$ cat src/rtl/irq_arb_pkg.sv
package irq_arb_pkg;
  localparam int LVL_W = 4;
  typedef logic [LVL_W-1:0] lvl_t;

  // request goes out only when strictly above the mask
  function automatic logic beats_mask(lvl_t lvl, lvl_t mask);
    return lvl > mask;
  endfunction

  // scanning from high index to low; ">=" lets a lower index take a tie
  function automatic logic outranks(lvl_t cand, lvl_t best);
    return (cand != '0) && (cand >= best);
  endfunction
endpackage

$ cat src/rtl/irq_prio_regs.sv
module irq_prio_regs
  import irq_arb_pkg::*;
#(
  parameter int N_SRC = 8
) (
  input  logic                     clk,
  input  logic                     rst_n,
  input  logic                     wr_en,
  input  logic [$clog2(N_SRC)-1:0] wr_idx,
  input  lvl_t                     wr_lvl,
  output lvl_t [N_SRC-1:0]         prio_o
);
  lvl_t [N_SRC-1:0] prio_q;

  // one field written per strobe; R8: cleared by power-on reset only
  always_ff @(posedge clk or negedge rst_n) begin
    if (!rst_n) begin
      prio_q <= '0;
    end else if (wr_en && (int'(wr_idx) < N_SRC)) begin
      prio_q[wr_idx] <= wr_lvl;
    end
  end

  assign prio_o = prio_q;
endmodule

$ cat src/rtl/irq_pend_latch.sv
module irq_pend_latch #(
  parameter int N_SRC = 8
) (
  input  logic             clk,
  input  logic             rst_n,
  input  logic             dbg_rst,
  input  logic [N_SRC-1:0] src_req,
  input  logic [N_SRC-1:0] edge_mode,
  input  logic [N_SRC-1:0] clr,
  output logic [N_SRC-1:0] pend,
  output logic [N_SRC-1:0] rise,
  output logic [N_SRC-1:0] eff_req
);
  logic [N_SRC-1:0] src_q;

  for (genvar g = 0; g < N_SRC; g++) begin : g_src
    assign rise[g]    = edge_mode[g] & src_req[g] & ~src_q[g];
    assign eff_req[g] = edge_mode[g] ? pend[g] : src_req[g];

    always_ff @(posedge clk or negedge rst_n) begin
      if (!rst_n) begin
        src_q[g] <= 1'b0;
        pend[g]  <= 1'b0;
      end else begin
        src_q[g] <= src_req[g];
        if (dbg_rst) pend[g] <= 1'b0;
        else         pend[g] <= edge_mode[g] & ((pend[g] & ~clr[g]) | rise[g]);
      end
    end

    assert_pend_hold_R4: assert property (@(posedge clk) disable iff (!rst_n || dbg_rst)
      (pend[g] && !clr[g] && edge_mode[g]) |=> pend[g]);

    assert_clear_drops_R6: assert property (@(posedge clk) disable iff (!rst_n)
      (clr[g] && !rise[g]) |=> !pend[g]);
  end

  assert_dbg_wipe_R8: assert property (@(posedge clk) disable iff (!rst_n)
    dbg_rst |=> (pend == '0));
endmodule

$ cat src/rtl/irq_select.sv
module irq_select
  import irq_arb_pkg::*;
#(
  parameter int N_SRC = 8
) (
  input  logic [N_SRC-1:0]         eff_req,
  input  lvl_t [N_SRC-1:0]         prio,
  output logic                     win_valid,
  output lvl_t                     win_lvl,
  output logic [$clog2(N_SRC)-1:0] win_idx
);
  localparam int IDX_W = $clog2(N_SRC);

  always_comb begin
    win_lvl = '0;
    win_idx = '0;
    for (int i = N_SRC - 1; i >= 0; i--) begin
      if (eff_req[i] && outranks(prio[i], win_lvl)) begin
        win_lvl = prio[i];
        win_idx = IDX_W'(i);
      end
    end
    win_valid = (win_lvl != '0);
  end
endmodule

$ cat src/rtl/irq_prio_arbiter.sv
module irq_prio_arbiter
  import irq_arb_pkg::*;
#(
  parameter int N_SRC = 8,
  parameter int N_EXT = 2,
  localparam int IDX_W = $clog2(N_SRC)
) (
  input  logic             clk,
  input  logic             rst_n,
  input  logic             dbg_rst,
  input  logic [N_SRC-1:0] src_req,
  input  logic [N_SRC-1:0] src_edge,
  input  logic             prio_wr_en,
  input  logic [IDX_W-1:0] prio_wr_idx,
  input  logic [3:0]       prio_wr_lvl,
  input  logic [3:0]       mask_lvl,
  input  logic             ext_clr_en,
  input  logic [N_EXT-1:0] ext_clr_bits,
  input  logic             cpu_ack,
  output logic             irq_req,
  output logic [3:0]       irq_lvl,
  output logic [IDX_W-1:0] irq_vec
);
  lvl_t [N_SRC-1:0] prio;
  logic [N_SRC-1:0] pend, rise, eff_req;
  logic [N_SRC-1:0] ack_clr, sw_clr, clr_vec;
  logic             win_valid;
  lvl_t             win_lvl;
  logic [IDX_W-1:0] win_idx;

  irq_prio_regs #(.N_SRC(N_SRC)) prio_i (
    .clk(clk), .rst_n(rst_n), .wr_en(prio_wr_en),
    .wr_idx(prio_wr_idx), .wr_lvl(prio_wr_lvl), .prio_o(prio)
  );

  // acceptance clears the displayed winner; R7: software clear for externals
  for (genvar g = 0; g < N_SRC; g++) begin : g_clr
    assign ack_clr[g] = cpu_ack & irq_req & (int'(irq_vec) == g);
    if (g < N_EXT) begin : g_ext
      assign sw_clr[g] = ext_clr_en & ext_clr_bits[g];
    end else begin : g_int
      assign sw_clr[g] = 1'b0;
    end
  end
  assign clr_vec = ack_clr | sw_clr;

  irq_pend_latch #(.N_SRC(N_SRC)) pend_i (
    .clk(clk), .rst_n(rst_n), .dbg_rst(dbg_rst), .src_req(src_req),
    .edge_mode(src_edge), .clr(clr_vec), .pend(pend), .rise(rise),
    .eff_req(eff_req)
  );

  irq_select #(.N_SRC(N_SRC)) sel_i (
    .eff_req(eff_req), .prio(prio), .win_valid(win_valid),
    .win_lvl(win_lvl), .win_idx(win_idx)
  );

  // registered outputs
  always_ff @(posedge clk or negedge rst_n) begin
    if (!rst_n) begin
      irq_req <= 1'b0;
      irq_lvl <= '0;
      irq_vec <= '0;
    end else begin
      irq_req <= win_valid && beats_mask(win_lvl, mask_lvl);
      irq_lvl <= win_lvl;
      irq_vec <= win_idx;
    end
  end

  assert_strict_mask_R3: assert property (@(posedge clk) disable iff (!rst_n)
    irq_req |-> (irq_lvl > $past(mask_lvl)));

  assert_no_zero_level_R3: assert property (@(posedge clk) disable iff (!rst_n)
    irq_req |-> (irq_lvl != 4'd0));

  assert_ack_single_R6: assert property (@(posedge clk) disable iff (!rst_n)
    $countones(ack_clr) <= 1);
endmodule

$ cat config.mk
export PLATFORM = sky130hd
export DESIGN_NAME = irq_prio_arbiter
export DESIGN_NICKNAME = d
export VERILOG_FILES = /design/src/rtl/irq_arb_pkg.sv /design/src/rtl/irq_prio_regs.sv /design/src/rtl/irq_pend_latch.sv /design/src/rtl/irq_select.sv /design/src/rtl/irq_prio_arbiter.sv
export SDC_FILE = /design/constraint.sdc
export NUM_CORES = 1
export LEC_CHECK = 0
export ABC_CLOCK_PERIOD_IN_PS = 25300
export BUFFER_PORTS_ARGS = -buffer_cell sky130_fd_sc_hd__buf_2
export CORE_ASPECT_RATIO = 1.25
export CORE_MARGIN = 1.5
export CORE_UTILIZATION = 60
export DETAILED_ROUTE_END_ITERATION = 8
export PLACE_DENSITY_LB_ADDON = 0.2
export SYNTH_ARGS = -nofsm -noshare
export SYNTH_HDL_FRONTEND = slang
export SYNTH_HIERARCHICAL = 1
export SYNTH_SLANG_ARGS = --single-unit
$ cat constraint.sdc
create_clock -name clk -period 25.3 [get_ports clk]
set_clock_uncertainty 0.2 [all_clocks]
set_input_delay 1.265 -clock clk [delete_from_list [all_inputs] [get_ports clk]]
set_output_delay 1.265 -clock clk [all_outputs]
set_load 0.05 [all_outputs]
==> results.txt, run 1 <==
The area enclosed by the die boundary is 6980 um^2. The clock latency reported for the late side of the worst-skew pair is 0.31 ns. The core outline area is 6210 um^2.

At the end of routability-driven placement, the weighted congestion stood at 0.868. The detailed-route vias per instance came out at 5.99. The area added between synthesis and finish came out at 10.4%.

The number of DRC violations after detailed-routing iteration 0 came out at 113. The flow ran to the end, and the final reports show no timing, DRC or antenna violations. Setup repair after global routing left no endpoint under its margin.

The net total in the final layout is 452. In the final layout, the share of cells above drive strength 1 is 0.349. For this configuration, the core starts out at a cell density of 0.627. The multi-input combinational cells in the finished layout cover a total of 2370 um^2. The power per unit of standard cell area came out at 87.3 nW/um^2. The final setup slack of the worst path is 12.31 ns.

Leaving out fill and tap cells, the most frequent cells in the layout are 56 x sky130_fd_sc_hd__dfrtp_1, 42 x sky130_fd_sc_hd__buf_2, 32 x sky130_fd_sc_hd__mux2_2. The clock-pin slew on the worst setup and hold paths is 0.10 ns. The critical path required time came out at 25.30 ns.

The wire length of the first global-routing pass came out at 13.1 mm. In the global route stage, overall resource usage came out at 0.244. The most common library cell in the layout ignoring fill and taps is sky130_fd_sc_hd__dfrtp_1. For the pin with the worst max-slew slack, the measured transition is 0.695 ns. In this run the clock root is driven by a sky130_fd_sc_hd__clkbuf_8.

The worst slew slack as a fraction of its limit is 0.537. The remaining number of nets flagged by the antenna check after routing came out at 0. The total of warnings raised by yosys came out at 6. The H-tree was split into 2 levels. Pin placement for this block handled 43 I/O pins.

Counting every instance in the synthesized netlist gives 341. The final-report max-slew violation count is 0. The detailed placer's ending HPWL came out at 6.25 mm. Excluding fillers, the count of instances in the completed layout stands at 475. The number of antenna violations at the first check in global routing came out at 0. The post-CTS repair timing setup buffer count is 0. Dividing the final minimum period by the clock period gives 0.514. TritonCTS built the clock tree.

The worst-case vdd ir drop came out at 0.0470 mV. STA classifies the critical path endpoint as a flip-flop. The achievable frequency came out at 77.0 MHz.

The final routed wire length divided by cell count came out at 16.6 um. The worst path in the final design needs a cycle of 12.99 ns, including I/O delays and setup. The aggregate routed wire length came out at 7.88 mm. The pre-CTS setup slack is 12.08 ns. The class of the tightest hold or removal check is flip-flop to flip-flop. Measured on the finished design, the core utilization comes to 0.693. Counting every net in the synthesized netlist gives 404. The height of the die is 93.1 um.

The mean area per synthesized cell is 11.4 um^2. The maximum net fanout on the critical path is 10. The slowest stage of the critical path is the sky130_fd_sc_hd__mux2_2 cell. The largest net degree at the start of global routing is 57.

The first-pass iteration count of the detailed router came out at 4. The overflow left after global routing came out at 0. STA puts the critical path data arrival time at 13.00 ns.

The number of hold-slack violations in the final timing report is 0. For this design, the CTS-stage hold fixing added 0 buffers. After detailed routing, the number of remaining DRC violations is 0. The number of fill cells in the layout is 487. The cell area that synthesis handed to floorplanning was 3890 um^2. The total placed cells including tap cells is 467.

The CTS buffer count is 5. The sum of negative setup slack came out at 0 ns. The number of global-route vias before repair came to 2789. The routed via count came out at 2846. In this run the deepest clock path goes through 2 buffers. The number of failing setup endpoints in the final timing report is 0. On the worst path, the slowest cell contributes a delay of 0.38 ns. The number of core rows came out at 32. The number of violations of the max-capacitance limit is 0. The CTS sink count is 56. Gates resized during post-CTS repair numbered 0. The critical path in this run is classified as input port to flip-flop. The antenna diode count came out at 0. STA classifies the critical path startpoint as an input port.

During placement, the flow inserted port buffers numbering 42. In this run the static leakage power is 1.95 nW. The horizontal die dimension is 75.0 um. The area of all sequential standard cells came out at 1400 um^2.
per-layer routing:
metal	vias to the layer above	track usage	wire length (um)
li1	1386	-	-
met1	1394	0.334	3620
met2	59	0.407	3900
met3	7	0.0302	294
met4	0	0.0591	62
met5	-	0	0
registers in the layout, indices dropped and copies added, names as in the netlist:
register	cells
prio_i/prio_o	32
pend_i/pend	8
pend_i/src_q	8
irq_lvl	4
irq_vec	3
irq_req	1
layout make-up:
type | instances | share of cell area
multi-input combinational | 255 | 0.552
tap | 85 | 0.0247
sequential | 56 | 0.326
clock inverter | 3 | 0.00611
inverter | 28 | 0.0244
timing repair buffer | 43 | 0.0506
clock buffer | 5 | 0.0160
metrics by stage:
stage               power [W]  hold WS (ns)  area, um^2
finish               0.000375         0.322        4300
floorplan            0.000278         0.290        3890
CTS                  0.000376         0.329        4300
global placement     0.000317         0.296        4200
detailed placement   0.000324         0.310        4200
global route         0.000404         0.347        4300
worst paths after layout:
path / startpoint / endpoint / slack [ns] / cells after the start
max: src_edge[7] / irq_req$_DFF_PN0_ / 12.31 / 57
min: pend_i/src_q[5]$_DFF_PN0_ / pend_i/pend[5]$_DFF_PN0_ / 0.32 / 2
max in group asynchronous: rst_n / prio_i/prio_o[6]$_DFFE_PN0P_ / 23.57 / 2
min reg2reg: pend_i/src_q[5]$_DFF_PN0_ / pend_i/pend[5]$_DFF_PN0_ / 0.32 / 2
max reg2reg: pend_i/pend[7]$_DFF_PN0_ / irq_req$_DFF_PN0_ / 12.98 / 56
min in group asynchronous: rst_n / pend_i/src_q[5]$_DFF_PN0_ / 0.87 / 2
power by group:
part	internal [W]	total (W)	leakage (nW)	switching (W)
combinational	0.0000860	0.000193	1.21	0.000107
clock	0.0000204	0.0000508	0.0491	0.0000304
sequential	0.000108	0.000132	0.687	0.0000237
total	0.000214	0.000375	1.95	0.000161
worst max-delay path, delay by kind of cell:
family                   cells  cell delay [ns]
AO/OA/AOI/OAI               25             4.86
adder cells (fa/ha/maj)      9             2.51
buffers and inverters        2             0.17
multiplexers                 4             1.36
AND/OR/NAND/NOR             17             2.83
No activity file was read; power rests on OpenSTA's default activity.
==> inputs of run 2 (changes only) <==
- ABC_CLOCK_PERIOD_IN_PS: 25300 -> 13400
- CORE_UTILIZATION: 60 -> 59
- clock period: 25.3 -> 13.4 ns (I/O delays scaled with it)
==> results.txt, run 2 (same netlist as run 1, synthesis figures left out) <==
The run finished with clean final reports. The worst hold path belongs to the class input port to async pin. The data arrival time at the worst-slack endpoint is 12.37 ns (-0.63 ns). The overall global routing resource usage is 0.248 (+0.00337).

The worst-case vdd ir drop came out at 0.0760 mV (+62%). The post-CTS repair timing setup buffer count came out at 0 (unchanged). The number of antenna violations at the first check in global routing is 0 (unchanged). The power per unit of standard cell area is 170 nW/um^2 (+95%).

STA classifies the critical path endpoint as a flip-flop. The count of input and output buffers came out at 42 (unchanged). The overflow left after global routing was 0 (unchanged).

For the finished layout, the period the worst path requires is 12.37 ns. The number of failing setup endpoints in the final timing report is 0 (unchanged). In the layout the commonest cells are 56 x sky130_fd_sc_hd__dfrtp_1, 42 x sky130_fd_sc_hd__buf_2, 32 x sky130_fd_sc_hd__mux2_2.

The final-report max-slew violation count came out at 0 (unchanged). In this run the critical register-to-register path is launched from pend_i/pend[7]$_DFF_PN0_. The share of the clock period used by the worst path came out at 0.923. Setup repair after global routing left no endpoint under its margin.

The first-pass iteration count of the detailed router is 4 (unchanged). The number of violations of the max-capacitance limit is 0 (unchanged). The number of flip-flops under the largest register name came out at 32 (unchanged). The number of fill cells in the layout was 489 (+0.41%). The worst slew slack as a fraction of its limit is 0.543 (+0.00654). The critical path is of the input port to flip-flop type.

In this run the clock root is driven by a sky130_fd_sc_hd__clkbuf_8. The worst-case register-to-register setup slack was 1.12 ns (-11.86 ns). The height of the die is 93.8 um (+0.82%). The number of DRC violations after detailed-routing iteration 0 is 153 (+35%). The total DRC errors in the routed layout is 0 (unchanged). The remaining number of nets flagged by the antenna check after routing was 0 (unchanged). The achievable frequency is 80.8 MHz. The detailed-route vias per instance is 6.09 (+1.7%). The CTS sink count was 56 (unchanged). The proportion of layout cells with a drive suffix above 1 came out at 0.349 (unchanged). STA classifies the critical path startpoint as an input port. The antenna diode count came out at 0 (unchanged). The end of the worst register-to-register path is irq_req$_DFF_PN0_. The number of cell instances on the worst register-to-register path is 57 (+1.8%). Leaving out fill and tap cells, the most frequent cell in the layout is sky130_fd_sc_hd__dfrtp_1.

The switching share of power came out at 0.410 (-0.0188). The aggregate routed wire length came to 8.21 mm (+4.2%). The area of all sequential standard cells is 1400 um^2 (unchanged). The part of the power in registers was 0.336 (-0.015). The final RePlAce weighted congestion came out at 0.885 (+2.0%). The CTS buffer count is 5 (unchanged). The clock latency reported for the late side of the worst-skew pair is 0.30 ns (about the same). The number of core rows is 32 (unchanged). The number of H-tree levels is 2 (unchanged). The power share of the combinational group was 0.503 (-0.011). The number of global-route vias before repair is 2749 (-1.4%). The quantity of hold-fixing buffers added after cts came out at 0 (unchanged). The multi-input gate area in the final layout came out at 2370 um^2 (unchanged). Among all stages on the critical path, the largest delay is contributed by sky130_fd_sc_hd__mux2_2. The critical path required time came out at 13.39 ns (-11.91 ns). The area added between synthesis and finish came out at 11.3%. The initial core utilization is 0.619 (-0.00799). The area enclosed by the die boundary was 7100 um^2 (+1.6%). The largest net degree at the start of global routing came to 57 (unchanged). The top-level port count came out at 43 (unchanged). The horizontal die dimension is 75.7 um (+0.81%). The number of hold-slack violations in the final timing report is 0 (unchanged). The count of instances resized after the clock tree is built came to 0 (unchanged). The sum of negative setup slack is 0 ns (unchanged). The net total in the final layout came to 452 (unchanged). The slew at the pin closest to its max-slew limit is 0.685 ns (-0.00981 ns). The core outline area came out at 6290 um^2 (+1.3%). The wire length of the first global-routing pass is 13.4 mm (+2.3%). The routed via count is 2893 (+1.7%).

The clock-pin slew on the worst setup and hold paths is 0.09 ns (about the same). The worst hold slack is 0.287 ns (-0.0350 ns). The detailed placer's ending HPWL is 6.34 mm (+1.4%). The maximum net fanout on the critical path is 10 (unchanged). The net switching power figure is 0.000301 W (+87%).

The final routed wire length divided by cell count came out at 17.3 um (+4.2%). The stage delay of the slowest cell on the critical path is 0.39 ns (about the same). The number of buffers on the longest clock path came to 2 (unchanged). The static power due to leakage came out at 1.97 nW (+0.79%). TritonCTS built the clock tree. The portion of total power attributed to the clock network is 0.161 (+0.025). The design internal power was 0.000434 W (+100%).
## run 2: layer usage
| metal | vias to the layer above | GRT usage | share of wire |
|---|---|---|---|
| met1 | 1415 | 0.336 | 0.45 |
| met2 | 81 | 0.421 | 0.50 |
| met3 | 8 | 0.0311 | 0.040 |
| li1 | 1389 | - | - |
| met4 | 0 | 0.0476 | 0.0067 |
| met5 | - | 0 | 0 |
## run 2: worst max-delay path by stage
stage,to,startpoint
after floorplan,irq_req$_DFF_PN0_,src_edge[7]
after global placement,irq_req$_DFF_PN0_,src_edge[7]
after detailed placement,irq_req$_DFF_PN0_,src_edge[7]
after CTS,irq_req$_DFF_PN0_,src_edge[7]
after global routing,irq_req$_DFF_PN0_,src_edge[7]
final,irq_req$_DFF_PN0_,src_edge[7]
## run 2: power groups by stage
stage / clock, W / combinational (W) / sequential (W)
global placement: 0 / 0.000350 / 0.000248
CTS: 0.000124 / 0.000367 / 0.000246
global route: 0.000128 / 0.000408 / 0.000253
detailed placement: 0 / 0.000362 / 0.000250
floorplan: 0 / 0.000249 / 0.000277
finish: 0.000119 / 0.000370 / 0.000247
## run 2: worst max-delay path, delay by kind of cell
| family | cells | cell delay, ns |
|---|---|---|
| compound gates | 25 | 4.89 |
| fa+ha+maj | 9 | 2.49 |
| buf+inv | 2 | 0.15 |
| mux | 4 | 1.35 |
| simple gates | 18 | 2.81 |
## run 2: metrics by stage
stage | utilization | area [um^2] | power [W] | instances | setup WS [ns]
after floorplan | - | 3890 | 0.000526 | 341 | 1.73
after global placement | 0.669 | 4200 | 0.000598 | 467 | 1.09
after detailed placement | 0.669 | 4200 | 0.000612 | 467 | 0.843
after CTS | 0.689 | 4330 | 0.000737 | 475 | 1.13
after global routing | 0.689 | 4330 | 0.000788 | 475 | 0.288
final | 0.689 | 4330 | 0.000735 | 475 | 1.03
## run 2: cell type report
type                       count  area share
inverter                      28      0.0243
timing repair buffer          43      0.0503
tap                           85      0.0246
clock inverter                 1     0.00693
sequential                    56       0.324
clock buffer                   7      0.0222
multi-input combinational    255       0.548
==> inputs of run 3 (changes only) <==
- PLACE_DENSITY: not set -> 0.85
- PLACE_DENSITY_LB_ADDON: 0.2 -> not set
- RECOVER_POWER: not set -> 100
==> results.txt, run 3 (same netlist as run 1, synthesis figures left out) <==
The area added between synthesis and finish is 6.81%. The height of the die came out at 93.8 um (unchanged). The wire length of the first global-routing pass is 13.3 mm (-0.67%). The top-level port count came out at 43 (unchanged). The critical path required time is 13.40 ns (about the same). The share of the clock period used by the worst path is 0.939 (+0.0156). The slowest stage of the critical path is the sky130_fd_sc_hd__mux2_1 cell. The achievable frequency was 79.5 MHz (-1.7%).

The post-route minimum period came to 12.58 ns (+0.209 ns). The net total in the final layout was 452 (unchanged). The routed via count is 2961 (+2.4%).

The power per unit of standard cell area came to 168 nW/um^2 (-0.89%). The worst-case vdd ir drop came to 0.0724 mV (-4.8%). The detailed-route vias per instance came out at 6.23 (+2.4%). The area enclosed by the die boundary is 7100 um^2 (unchanged). The clock-pin slew on the worst setup and hold paths was 0.09 ns (about the same). The largest net degree at the start of global routing is 57 (unchanged). Setup repair after global routing left no endpoint under its margin. The antenna diode count is 0 (unchanged). In the layout the commonest cells are 56 x sky130_fd_sc_hd__dfrtp_1, 31 x sky130_fd_sc_hd__mux2_2, 28 x sky130_fd_sc_hd__inv_1, 28 x sky130_fd_sc_hd__ha_1, 25 x sky130_fd_sc_hd__buf_2. The number of antenna violations at the first check in global routing was 0 (unchanged).

The post-route standard cell area excluding fillers is 4160 um^2 (-4.0%). The critical path startpoint category is an input port. The overflow left after global routing is 0 (unchanged).

Leaving out fill and tap cells, the most frequent cell in the layout is sky130_fd_sc_hd__dfrtp_1. Tracing the worst setup path back leads to its startpoint at src_edge[7]. The detailed placer's ending HPWL is 6.40 mm (+0.91%). The number of flip-flops under the largest register name is 32 (unchanged). The placed cell area is 4200 um^2 (unchanged). The static power due to leakage was 1.84 nW (-6.3%). The number of H-tree levels came out at 2 (unchanged). The final-report max-slew violation count is 57 (+57). The horizontal die dimension came to 75.7 um (unchanged). The slew at the pin closest to its max-slew limit came out at 2.93 ns (+2.24 ns). The maximum net fanout on the critical path came out at 10 (unchanged).

The count of instances resized after the clock tree is built is 0 (unchanged). The worst hold path belongs to the class input port to flip-flop. The sum of negative setup slack came out at 0 ns (unchanged). The run finished, with violations left. The number of buffers on the longest clock path is 2 (unchanged). The aggregate routed wire length is 8.07 mm (-1.8%).

The first-pass iteration count of the detailed router came out at 4 (unchanged). The count of input and output buffers was 42 (unchanged). The initial core utilization came out at 0.619 (unchanged).

The worst slew slack as a fraction of its limit was -0.952 (-1.50). The clock latency reported for the late side of the worst-skew pair came out at 0.31 ns (about the same). The number of global-route vias before repair came out at 2863 (+4.1%).

The overall global routing resource usage came out at 0.245 (-0.00215). The CTS buffer count came out at 5 (unchanged). The number of violations of the max-capacitance limit is 1 (+1). The data arrival time at the worst-slack endpoint is 12.58 ns (+0.21 ns). The stage delay of the slowest cell on the critical path came out at 0.41 ns (+0.02 ns). The cell chosen for the clock root is sky130_fd_sc_hd__clkbuf_8. The number of DRC violations after detailed-routing iteration 0 came to 151 (-1.3%). The checks that failed: capacitance limit, slew limit.

The final RePlAce weighted congestion came out at 0.896 (+1.2%). The worst hold path begins at src_req[7]. The critical path class is input port to flip-flop. The final routed wire length divided by cell count is 17.0 um (-1.8%). The number of core rows came out at 32 (unchanged). TritonCTS built the clock tree. The core outline area is 6290 um^2 (unchanged). STA classifies the critical path endpoint as a flip-flop.

The startpoint identified for the worst register-to-register timing path is pend_i/pend[7]$_DFF_PN0_. The proportion of layout cells with a drive suffix above 1 is 0.246 (-0.103). The total DRC errors in the routed layout is 0 (unchanged). The post-CTS repair timing setup buffer count came out at 0 (unchanged). The number of hold-slack violations in the final timing report came out at 0 (unchanged). The CTS sink count is 56 (unchanged). The remaining number of nets flagged by the antenna check after routing came out at 0 (unchanged). The quantity of hold-fixing buffers added after cts is 0 (unchanged). The number of failing setup endpoints in the final timing report is 0 (unchanged).
-- run 3: changes by cell type in the layout (fill, tap and decap cells not counted), sizes merged --
cell	before	now
bufinv	1	0
clkinvlp	0	2
buf	43	25
clkbuf	7	24
-- run 3: stage by stage --
stage	hold slack, ns	utilization	std cells	setup slack (ns)	total power (W)
after floorplan	0.174	-	341	1.73	0.000526
after global routing	0.286	0.661	475	0.101	0.000751
after detailed placement	0.304	0.669	467	0.726	0.000614
final	0.301	0.661	475	0.816	0.000700
after global placement	0.293	0.669	467	1.11	0.000595
after CTS	0.285	0.684	475	1.01	0.000712
-- run 3: layer usage --
metal	wire, um	track usage
met2	4110	0.432
met3	337	0.0429
met4	192	0.0789
met5	0	0
met1	3430	0.296
-- run 3: worst paths after layout --
check                                             to  slack (ns)  cells past startpoint
min                        pend_i/src_q[7]$_DFF_PN0_        0.30                      1
max                                irq_req$_DFF_PN0_        0.82                     58
max in group asynchronous          irq_req$_DFF_PN0_       10.17                      2
min reg2reg                 pend_i/pend[5]$_DFF_PN0_        0.30                      2
max reg2reg                        irq_req$_DFF_PN0_        0.87                     57
min in group asynchronous   pend_i/pend[4]$_DFF_PN0_        1.20                      2
-- run 3: power by group --
part | switching (W) | internal [W]
clock network | 0.0000542 | 0.0000419
registers | 0.0000404 | 0.000204
logic | 0.000206 | 0.000154
total | 0.000300 | 0.000399
-- run 3: worst max-delay path: cells and delay by family --
kind,cells,cell delay (ns)
AO/OA/AOI/OAI,25,4.93
adder cells (fa/ha/maj),9,2.50
buffers and inverters,2,0.19
multiplexers,4,1.38
AND/OR/NAND/NOR,18,2.87
-- run 3: final cells by class --
class                      count  area (um^2)
clock buffer                   6         82.6
clock inverter                 2         15.0
fill                         527         2130
inverter                      28          105
multi-input combinational    255         2250
sequential                    56         1400
tap                           85          106
timing repair buffer          43          193
